[src/rtl/spi_rb_pkg.sv]
package spi_rb_pkg;
  localparam int ADDR_W    = 8;
  localparam int DATA_W    = 16;
  localparam int CRC_W     = 8;
  localparam int PAYLOAD_W = ADDR_W + DATA_W;
  localparam int FRAME_W   = PAYLOAD_W + CRC_W;
  localparam int CNT_W     = $clog2(FRAME_W);

  typedef struct packed {
    logic [ADDR_W-1:0] addr;
    logic [DATA_W-1:0] data;
  } payload_t;
endpackage

[src/rtl/spi_rb_sync.sv]
module spi_rb_sync #(
  parameter int               WIDTH   = 3,
  parameter int               STAGES  = 2,
  parameter logic [WIDTH-1:0] RST_VAL = '0
) (
  input  logic             clk_i,
  input  logic             rst_ni,
  input  logic [WIDTH-1:0] d_i,
  output logic [WIDTH-1:0] q_o
);
  logic [WIDTH-1:0] stg [STAGES];

  for (genvar s = 0; s < STAGES; s++) begin : g_stage
    always_ff @(posedge clk_i or negedge rst_ni) begin
      if (!rst_ni) stg[s] <= RST_VAL;
      else         stg[s] <= (s == 0) ? d_i : stg[(s == 0) ? 0 : s-1];
    end
  end

  assign q_o = stg[STAGES-1];
endmodule

[src/rtl/spi_rb_shifter.sv]
module spi_rb_shifter
  import spi_rb_pkg::*;
(
  input  logic               clk_i,
  input  logic               rst_ni,
  input  logic               clr_i,
  input  logic               cs_n_i,
  input  logic               sclk_i,
  input  logic               mosi_i,
  input  logic [FRAME_W-1:0] load_i,
  output logic               miso_o,
  output logic               done_o,
  output payload_t           payload_o
);
  localparam logic [CNT_W-1:0] LAST_BIT = CNT_W'(FRAME_W - 1);
  localparam logic [CNT_W-1:0] PAY_BIT  = CNT_W'(PAYLOAD_W - 1);

  logic                 sclk_q;
  logic [CNT_W-1:0]     cnt;
  logic [PAYLOAD_W-2:0] rx;
  logic [FRAME_W-1:0]   tx;

  wire rise = sclk_i & ~sclk_q;
  wire fall = ~sclk_i & sclk_q;

  always_ff @(posedge clk_i or negedge rst_ni) begin
    if (!rst_ni) begin
      sclk_q    <= 1'b0;
      cnt       <= '0;
      rx        <= '0;
      tx        <= '0;
      done_o    <= 1'b0;
      payload_o <= '0;
    end else begin
      sclk_q <= sclk_i;
      done_o <= 1'b0;
      if (clr_i || cs_n_i) begin
        cnt <= '0;
      end else begin
        // first rising edge of a frame loads the return word
        if (rise) tx <= (cnt == '0) ? load_i : {tx[FRAME_W-2:0], 1'b0};
        if (fall) begin
          rx  <= {rx[PAYLOAD_W-3:0], mosi_i};
          cnt <= (cnt == LAST_BIT) ? '0 : cnt + 1'b1;
          if (cnt == PAY_BIT)  payload_o <= {rx, mosi_i};
          if (cnt == LAST_BIT) done_o    <= 1'b1;
        end
      end
    end
  end

  assign miso_o = tx[FRAME_W-1];
endmodule

[src/rtl/spi_rb_keyseq.sv]
module spi_rb_keyseq #(
  parameter int               DATA_W = 16,
  parameter logic [DATA_W-1:0] KEY0  = 16'h15FA,
  parameter logic [DATA_W-1:0] KEY1  = 16'hAF51
) (
  input  logic              clk_i,
  input  logic              rst_ni,
  input  logic              clr_i,
  input  logic              wr_i,
  input  logic [DATA_W-1:0] key_i,
  output logic              fire_o
);
  logic armed;

  always_ff @(posedge clk_i or negedge rst_ni) begin
    if (!rst_ni) begin
      armed  <= 1'b0;
      fire_o <= 1'b0;
    end else begin
      fire_o <= 1'b0;
      if (clr_i) begin
        armed <= 1'b0;
      end else if (wr_i) begin
        if (armed && key_i == KEY1) begin
          fire_o <= 1'b1;
          armed  <= 1'b0;
        end else begin
          armed <= (key_i == KEY0);
        end
      end
    end
  end
endmodule

[src/rtl/spi_rb_unit.sv]
module spi_rb_unit
  import spi_rb_pkg::*;
#(
  parameter logic [ADDR_W-1:0] RB_REG      = 8'h6E,
  parameter logic [ADDR_W-1:0] CMD_REG     = 8'h44,
  parameter logic [DATA_W-1:0] KEY0        = 16'h15FA,
  parameter logic [DATA_W-1:0] KEY1        = 16'hAF51,
  parameter int                SYNC_STAGES = 2
) (
  input  logic              clk_i,
  input  logic              rst_ni,
  input  logic              spi_sclk_i,
  input  logic              spi_cs_ni,
  input  logic              spi_mosi_i,
  output logic              spi_miso_o,
  input  logic [DATA_W-1:0] status_i,
  output logic [ADDR_W-1:0] rd_addr_o,
  input  logic [DATA_W-1:0] rd_data_i,
  output logic              wr_en_o,
  output logic [ADDR_W-1:0] wr_addr_o,
  output logic [DATA_W-1:0] wr_data_o,
  output logic              rst_req_o
);
  logic              cs_s, sclk_s, mosi_s;
  logic              done;
  payload_t          pl;
  logic [ADDR_W-1:0] rb_addr, stream_off;
  logic              ar_en;
  logic [FRAME_W-1:0] load_word;

  spi_rb_sync #(
    .WIDTH  (3),
    .STAGES (SYNC_STAGES),
    .RST_VAL(3'b100)
  ) i_sync (
    .clk_i (clk_i),
    .rst_ni(rst_ni),
    .d_i   ({spi_cs_ni, spi_sclk_i, spi_mosi_i}),
    .q_o   ({cs_s, sclk_s, mosi_s})
  );

  spi_rb_shifter i_shift (
    .clk_i    (clk_i),
    .rst_ni   (rst_ni),
    .clr_i    (rst_req_o),
    .cs_n_i   (cs_s),
    .sclk_i   (sclk_s),
    .mosi_i   (mosi_s),
    .load_i   (load_word),
    .miso_o   (spi_miso_o),
    .done_o   (done),
    .payload_o(pl)
  );

  wire is_rb  = (pl.addr == RB_REG);
  wire is_cmd = (pl.addr == CMD_REG);

  spi_rb_keyseq #(
    .DATA_W(DATA_W),
    .KEY0  (KEY0),
    .KEY1  (KEY1)
  ) i_key (
    .clk_i (clk_i),
    .rst_ni(rst_ni),
    .clr_i (rst_req_o),
    .wr_i  (done && is_cmd),
    .key_i (pl.data),
    .fire_o(rst_req_o)
  );

  always_ff @(posedge clk_i or negedge rst_ni) begin
    if (!rst_ni) begin
      rb_addr    <= '0;
      ar_en      <= 1'b0;
      stream_off <= '0;
      wr_en_o    <= 1'b0;
      wr_addr_o  <= '0;
      wr_data_o  <= '0;
    end else if (rst_req_o) begin
      // software reset: same state as the pin
      rb_addr    <= '0;
      ar_en      <= 1'b0;
      stream_off <= '0;
      wr_en_o    <= 1'b0;
      wr_addr_o  <= '0;
      wr_data_o  <= '0;
    end else begin
      wr_en_o <= 1'b0;
      if (done)      stream_off <= stream_off + 1'b1;
      else if (cs_s) stream_off <= '0;
      if (done) begin
        if (is_rb) begin
          rb_addr <= pl.data[ADDR_W-1:0];
          ar_en   <= pl.data[ADDR_W];
        end else if (!is_cmd) begin
          wr_en_o   <= 1'b1;
          wr_addr_o <= pl.addr;
          wr_data_o <= pl.data;
        end
      end
    end
  end

  assign rd_addr_o = rb_addr + stream_off;
  assign load_word = ar_en ? {rd_addr_o, rd_data_i, {CRC_W{1'b0}}}
                           : {{ADDR_W{1'b0}}, status_i, {CRC_W{1'b0}}};
endmodule

[config.mk]
export PLATFORM = sky130hd
export DESIGN_NAME = spi_rb_unit
export DESIGN_NICKNAME = d
export VERILOG_FILES = /design/src/rtl/spi_rb_pkg.sv /design/src/rtl/spi_rb_sync.sv /design/src/rtl/spi_rb_shifter.sv /design/src/rtl/spi_rb_keyseq.sv /design/src/rtl/spi_rb_unit.sv
export SDC_FILE = /design/constraint.sdc
export NUM_CORES = 1
export LEC_CHECK = 0
export BUFFER_PORTS_ARGS = -buffer_cell sky130_fd_sc_hd__buf_2
export CORE_MARGIN = 4
export CORE_UTILIZATION = 44
export CTS_BUF_LIST = sky130_fd_sc_hd__clkbuf_4 sky130_fd_sc_hd__clkbuf_8 sky130_fd_sc_hd__clkbuf_16
export DETAILED_ROUTE_END_ITERATION = 8
export GPL_TIMING_DRIVEN = 0
export PLACE_DENSITY = 0.67
export SYNTH_ARGS = -nofsm -noshare
export SYNTH_HDL_FRONTEND = slang
export SYNTH_SLANG_ARGS = --single-unit
[constraint.sdc]
create_clock -name clk_i -period 3 [get_ports clk_i]
set_clock_uncertainty 0.15 [all_clocks]
set_input_delay 0.3 -clock clk_i [delete_from_list [all_inputs] [get_ports clk_i]]
set_output_delay 0.3 -clock clk_i [all_outputs]
set_load 0.05 [all_outputs]
* Word-level counts from Yosys, hierarchy flattened
Cells that the tools add are included. Widths: inputs -> output; s select.
Operators by class: muxes and demuxes 35, bitwise gates (word level) 5, eq/ne operators 8, add/subtract/negate cells 3, reductions and logical operators 14
Operators by type and width (count):
- $mux 8 | 10
- $mux 16 | 4
- $mux 32 | 2
- $eq 16x13->1 const B | 1
- $eq 16x16->1 const B | 1
- $eq 8x7->1 const B | 2
- $mux 1 | 16
- $mux 5 | 3
- $eq 5x5->1 const B | 2
- $add 8x1->8 const B | 1
- $add 8x8->8 | 1
- $reduce_bool 2->1 | 4
- $reduce_and 2->1 | 3
- $reduce_and 3->1 | 2
- $add 5x1->5 const B | 1
- $logic_not 5->1 | 1
- $ne 2x1->1 const B | 2
- $not 1->1 | 3
- $reduce_bool 3->1 | 1
- $and 1x1->1 | 2
- $logic_and 1x1->1 | 2
- $logic_or 1x1->1 | 1
Word-level totals: word-level logic and storage cells 82, output and inout port bits 35, input bits 37, register bits 136

* Logic depth before layout (Yosys ltp)
depth after elaboration 5, gate-level depth with buffers 8, mapped depth without buffers 8

* Hierarchy
Synthesis repeated with hierarchy kept, for this count alone.
Unflattened totals: cell total of the unflattened synthesis 567, area, all modules 6577.6 µm²
By module, submodules not included:
- spi_rb_shifter | instances 1, sequential area each 2152.1 µm², area an instance 3589.7 µm², cells each 276
- spi_rb_unit | instances 1, sequential area each 1051.0 µm², area an instance 2662.6 µm², cells each 265
- spi_rb_sync | instances 1, sequential area each 152.6 µm², area an instance 175.2 µm², cells each 9
- spi_rb_keyseq | instances 1, sequential area each 50.0 µm², area an instance 150.1 µm², cells each 17

* Least setup slack after synthesis
Ideal clock, no wire load.
kind register -> output, start register stream_off[0], end output port rd_addr_o[6], cell stages (with the launch flop) 8, path buffers 0, data arrival time 2.237 ns, data required time 2.550 ns, path slack 0.313 ns, path through dfrtp_1 ha_1 inv_1 fa_1 nor2b_1 o31a_1 o22a_1 xor2_1
Between the ends: cells in the longest elaborated chain, start to end 1
Ends and longest elaborated chain:
- from (decl) | line spi_rb_unit.sv:27 | logic [ADDR_W-1:0] rb_addr, stream_off;
- from (signal assigned) | line spi_rb_unit.sv:89 | if (done) stream_off <= stream_off + 1'b1;
- $add 8x8->8 | line spi_rb_unit.sv:104 | assign rd_addr_o = rb_addr + stream_off;
- to (decl) | line spi_rb_unit.sv:17 | output logic [ADDR_W-1:0] rd_addr_o,
Every way passes these cells.

* Final worst setup path
Ends and elaborated chain as after synthesis.

==> metrics.txt <==
num rows=40; Clock Latency Late Sink=0.42 ns; Leak Pwr=3.44 nW; Die W=121 um; MaxCap Viol Count=0; cell area after synthesis=5600 um^2; Yosys Warn Count=0; RSZ-0062 raised after global routing=no; Clk network pwr share=48.6%; synth-to-layout area growth=22.2%; Worst VDD drop=0.446 mV; Worst EP required=2.55 ns; Worst slew margin=29.5%; CTS max path bufs=2; Die H=121 um; GRT Util Overall=18.1%; Crit path max-delay family=adder cells; via/cell ratio=5.37; Pins Over Slew Limit=0; element type at the critical path start=flip-flop; Initial DRC Count=247; clk sink count=128; crit path max-delay cell type=fa_1; min cycle time layout=2.83 ns; maximum clock frequency=353 MHz; Final #Nets=613; synth unique cells=48; Worst Tran Pin Value=1.04 ns; Hold WS=0.137 ns; sequential power share=46.0%; share of cells above drive strength 1=25.9%; Ports=72; Setup-failing EPs final=0; final worst-path cycle share=94.3%; crit path kind=flip-flop to output pin; die area=14600 um^2; root buf cell=clkbuf_16; Post-Syn Instances=468; final hold vios=0; Final ANT Viol Nets=0; Seq cells post-synth=128; Seq/Total Area, Yosys=57.2%; Crit path arrival time=2.38 ns; commonest register cell after synthesis=dfrtp_1; Worst setup EP type=output pin; CP max FO=4; worst-path cell chain=ha_2 > inv_1 > fa_1 > nor2b_2 > o31a_1 > o22a_1 > xor2_2 > buf_4; asr flop ratio synth=100%; most common cell in the netlist=dfrtp_1; antenna violations before repair=0; hold crit path type=primary input to flip-flop; area leader, netlist=dfrtp_1; drt drc=0; Net Count, Synth=517; Cell Pwr Density=602 nW/um^2; GP Congestion=0.765; Post-DP HPWL=8590 um; slowest stage delay, CP=0.41 ns; diode count=0; Pint=3.21 mW; CTS tree=yes; switching pwr=0.912 mW; number of synthesized flops with an enable pin=0; port bufs=71; syn_area_per_cell=12.0 um^2; Comb pwr share=5.5%; Clk pin slew, worst setup/hold paths=0.05 ns; total power=4.12 mW; routed len/inst=16.5 um; top post-synthesis cells by count=dfrtp_1, a22o_1, o21ai_0; via count=3993; first-pass GRT wire length=20600 um; TritonRoute pass-1 iters=4; synth top area cells=dfrtp_1, a22o_1, mux2_2; largest net degree at the start of global routing=67; GR Overflow Total=0; vias in the first global route=4101; core footprint=12300 um^2; H-tree depth=4; status=finished clean; Synth top area share=56.3%; Worst Path Buf+Inv=2; Sw Ratio=22.1%; WL final=12300 um; CTS buffer count=17; Initial Util=45.7%
==> routing by layer <==
layer  wire length, um  GRT usage (%)  up-vias
met3               538           5.24       16
met4               192           6.30        0
met5                 0              0        -
met2              5990           28.4       84
li1                  -              -     1900
met1              5580           24.0     1993
==> state kept, by name, indices dropped and copies added (netlist names) <==
signal	cells
i_key.fire_o	1
i_shift.tx	24
i_shift.rx	23
wr_addr_o	8
wr_en_o	1
i_shift.done_o	1
i_shift.cnt	5
i_shift.sclk_q	1
i_sync.q_o	3
rb_addr	8
i_key.armed	1
stream_off	8
wr_data_o	16
i_shift.payload_o	24
ar_en	1
i_sync.stg	3
==> placed cells by master, fill, tap and decap left out, types with 3 or more instances in the layout <==
| cell | instances |
|---|---|
| nand4_1 | 5 |
| a22o_1 | 39 |
| xnor2_1 | 3 |
| a21o_1 | 5 |
| a21oi_1 | 24 |
| dlygate4sd3_1 | 4 |
| mux2i_1 | 17 |
| a211oi_1 | 3 |
| clkbuf_1 | 15 |
| or2_2 | 3 |
| nand3_1 | 6 |
| clkbuf_16 | 17 |
| clkbuf_8 | 3 |
| a31oi_1 | 5 |
| o21ai_0 | 39 |
| nor2_1 | 29 |
| nor3_1 | 3 |
| buf_4 | 3 |
| clkinv_2 | 6 |
| nand2b_1 | 4 |
| inv_1 | 7 |
| nand2_1 | 31 |
| dfrtp_1 | 126 |
| ha_1 | 10 |
| and3_1 | 7 |
| mux2_2 | 27 |
| buf_2 | 74 |
| mux2_1 | 20 |
==> path summary, 6_finish.rpt <==
path                                            start                    endpoint  slack (ns)  cells past startpoint
min in group asynchronous                      rst_ni  i_shift.rx[22]$_DFFE_PN0P_        0.28                      2
setup / recovery            stream_off[0]$_DFFE_PN0P_                rd_addr_o[6]        0.17                      8
hold / removal                            status_i[0]   i_shift.tx[8]$_DFFE_PN0P_        0.14                      3
max in group asynchronous                      rst_ni     i_sync.stg[5]$_DFF_PN1_        1.66                      3
hold reg to reg               i_sync.stg[3]$_DFF_PN0_     i_sync.q_o[0]$_DFF_PN0_        0.20                      0
setup reg to reg           i_shift.cnt[0]$_DFFE_PN0P_  i_shift.tx[28]$_DFFE_PN0P_        0.53                      7
==> cell type report <==
cell class                      count  area [um^2]
Fill cell                         999         5420
Clock inverter                     11          114
Sequential cell                   128         3210
Multi-Input combinational cell    309         2260
Inverter                            7         26.3
Timing Repair Buffer               77          439
Clock buffer                       20          467
Buffer                             24          123
Tap cell                          168          210
==> worst min-delay path: cells and delay by family <==
kind / cells / cell delay, ns
mux: 1 / 0.07
compound gates: 1 / 0.21
buf+inv: 1 / 0.08
==> power by group through the flow <==
stage	Clock, mW	Sequential, mW	Combinational [mW]
after floorplan	0	1.90	0.135
after global placement	0	1.92	0.210
after detailed placement	0	1.92	0.225
after CTS	2.04	1.89	0.231
after global routing	2.11	1.91	0.263
final	2.00	1.89	0.226
==> logic make-up (layout without fill, tap and decap cells) <==
group	count (synthesis)	after routing	share of synthesized area [%]
AO/OA/AOI/OAI	123	123	14.4
adder cells (fa/ha/maj)	12	12	2.81
AND/OR/NAND/NOR	105	105	9.65
flip-flops	128	128	57.2
XOR/XNOR	5	5	0.782
multiplexers	64	64	12.5
buffers and inverters	31	139	2.66
==> metrics by stage <==
stage	area (um^2)	cells	utilization (%)	setup slack, ns	TNS (ns)
global placement	6170	707	50.3	-0.109	-12.83
detailed placement	6200	708	50.6	0.479	0
global route	6850	744	55.8	0.00797	0
CTS	6820	743	55.6	0.0213	0
floorplan	5600	468	-	0.313	0
finish	6850	744	55.8	0.171	0
==> what timing repair did <==
item	4_1_cts	5_1_grt
setup buffers	0	1
endpoints found under the hold margin	65	0
endpoints found under the setup margin	0	1
resized for setup	0	5
hold buffers	4	0
Note: power is estimated with default switching activity, not from simulation.
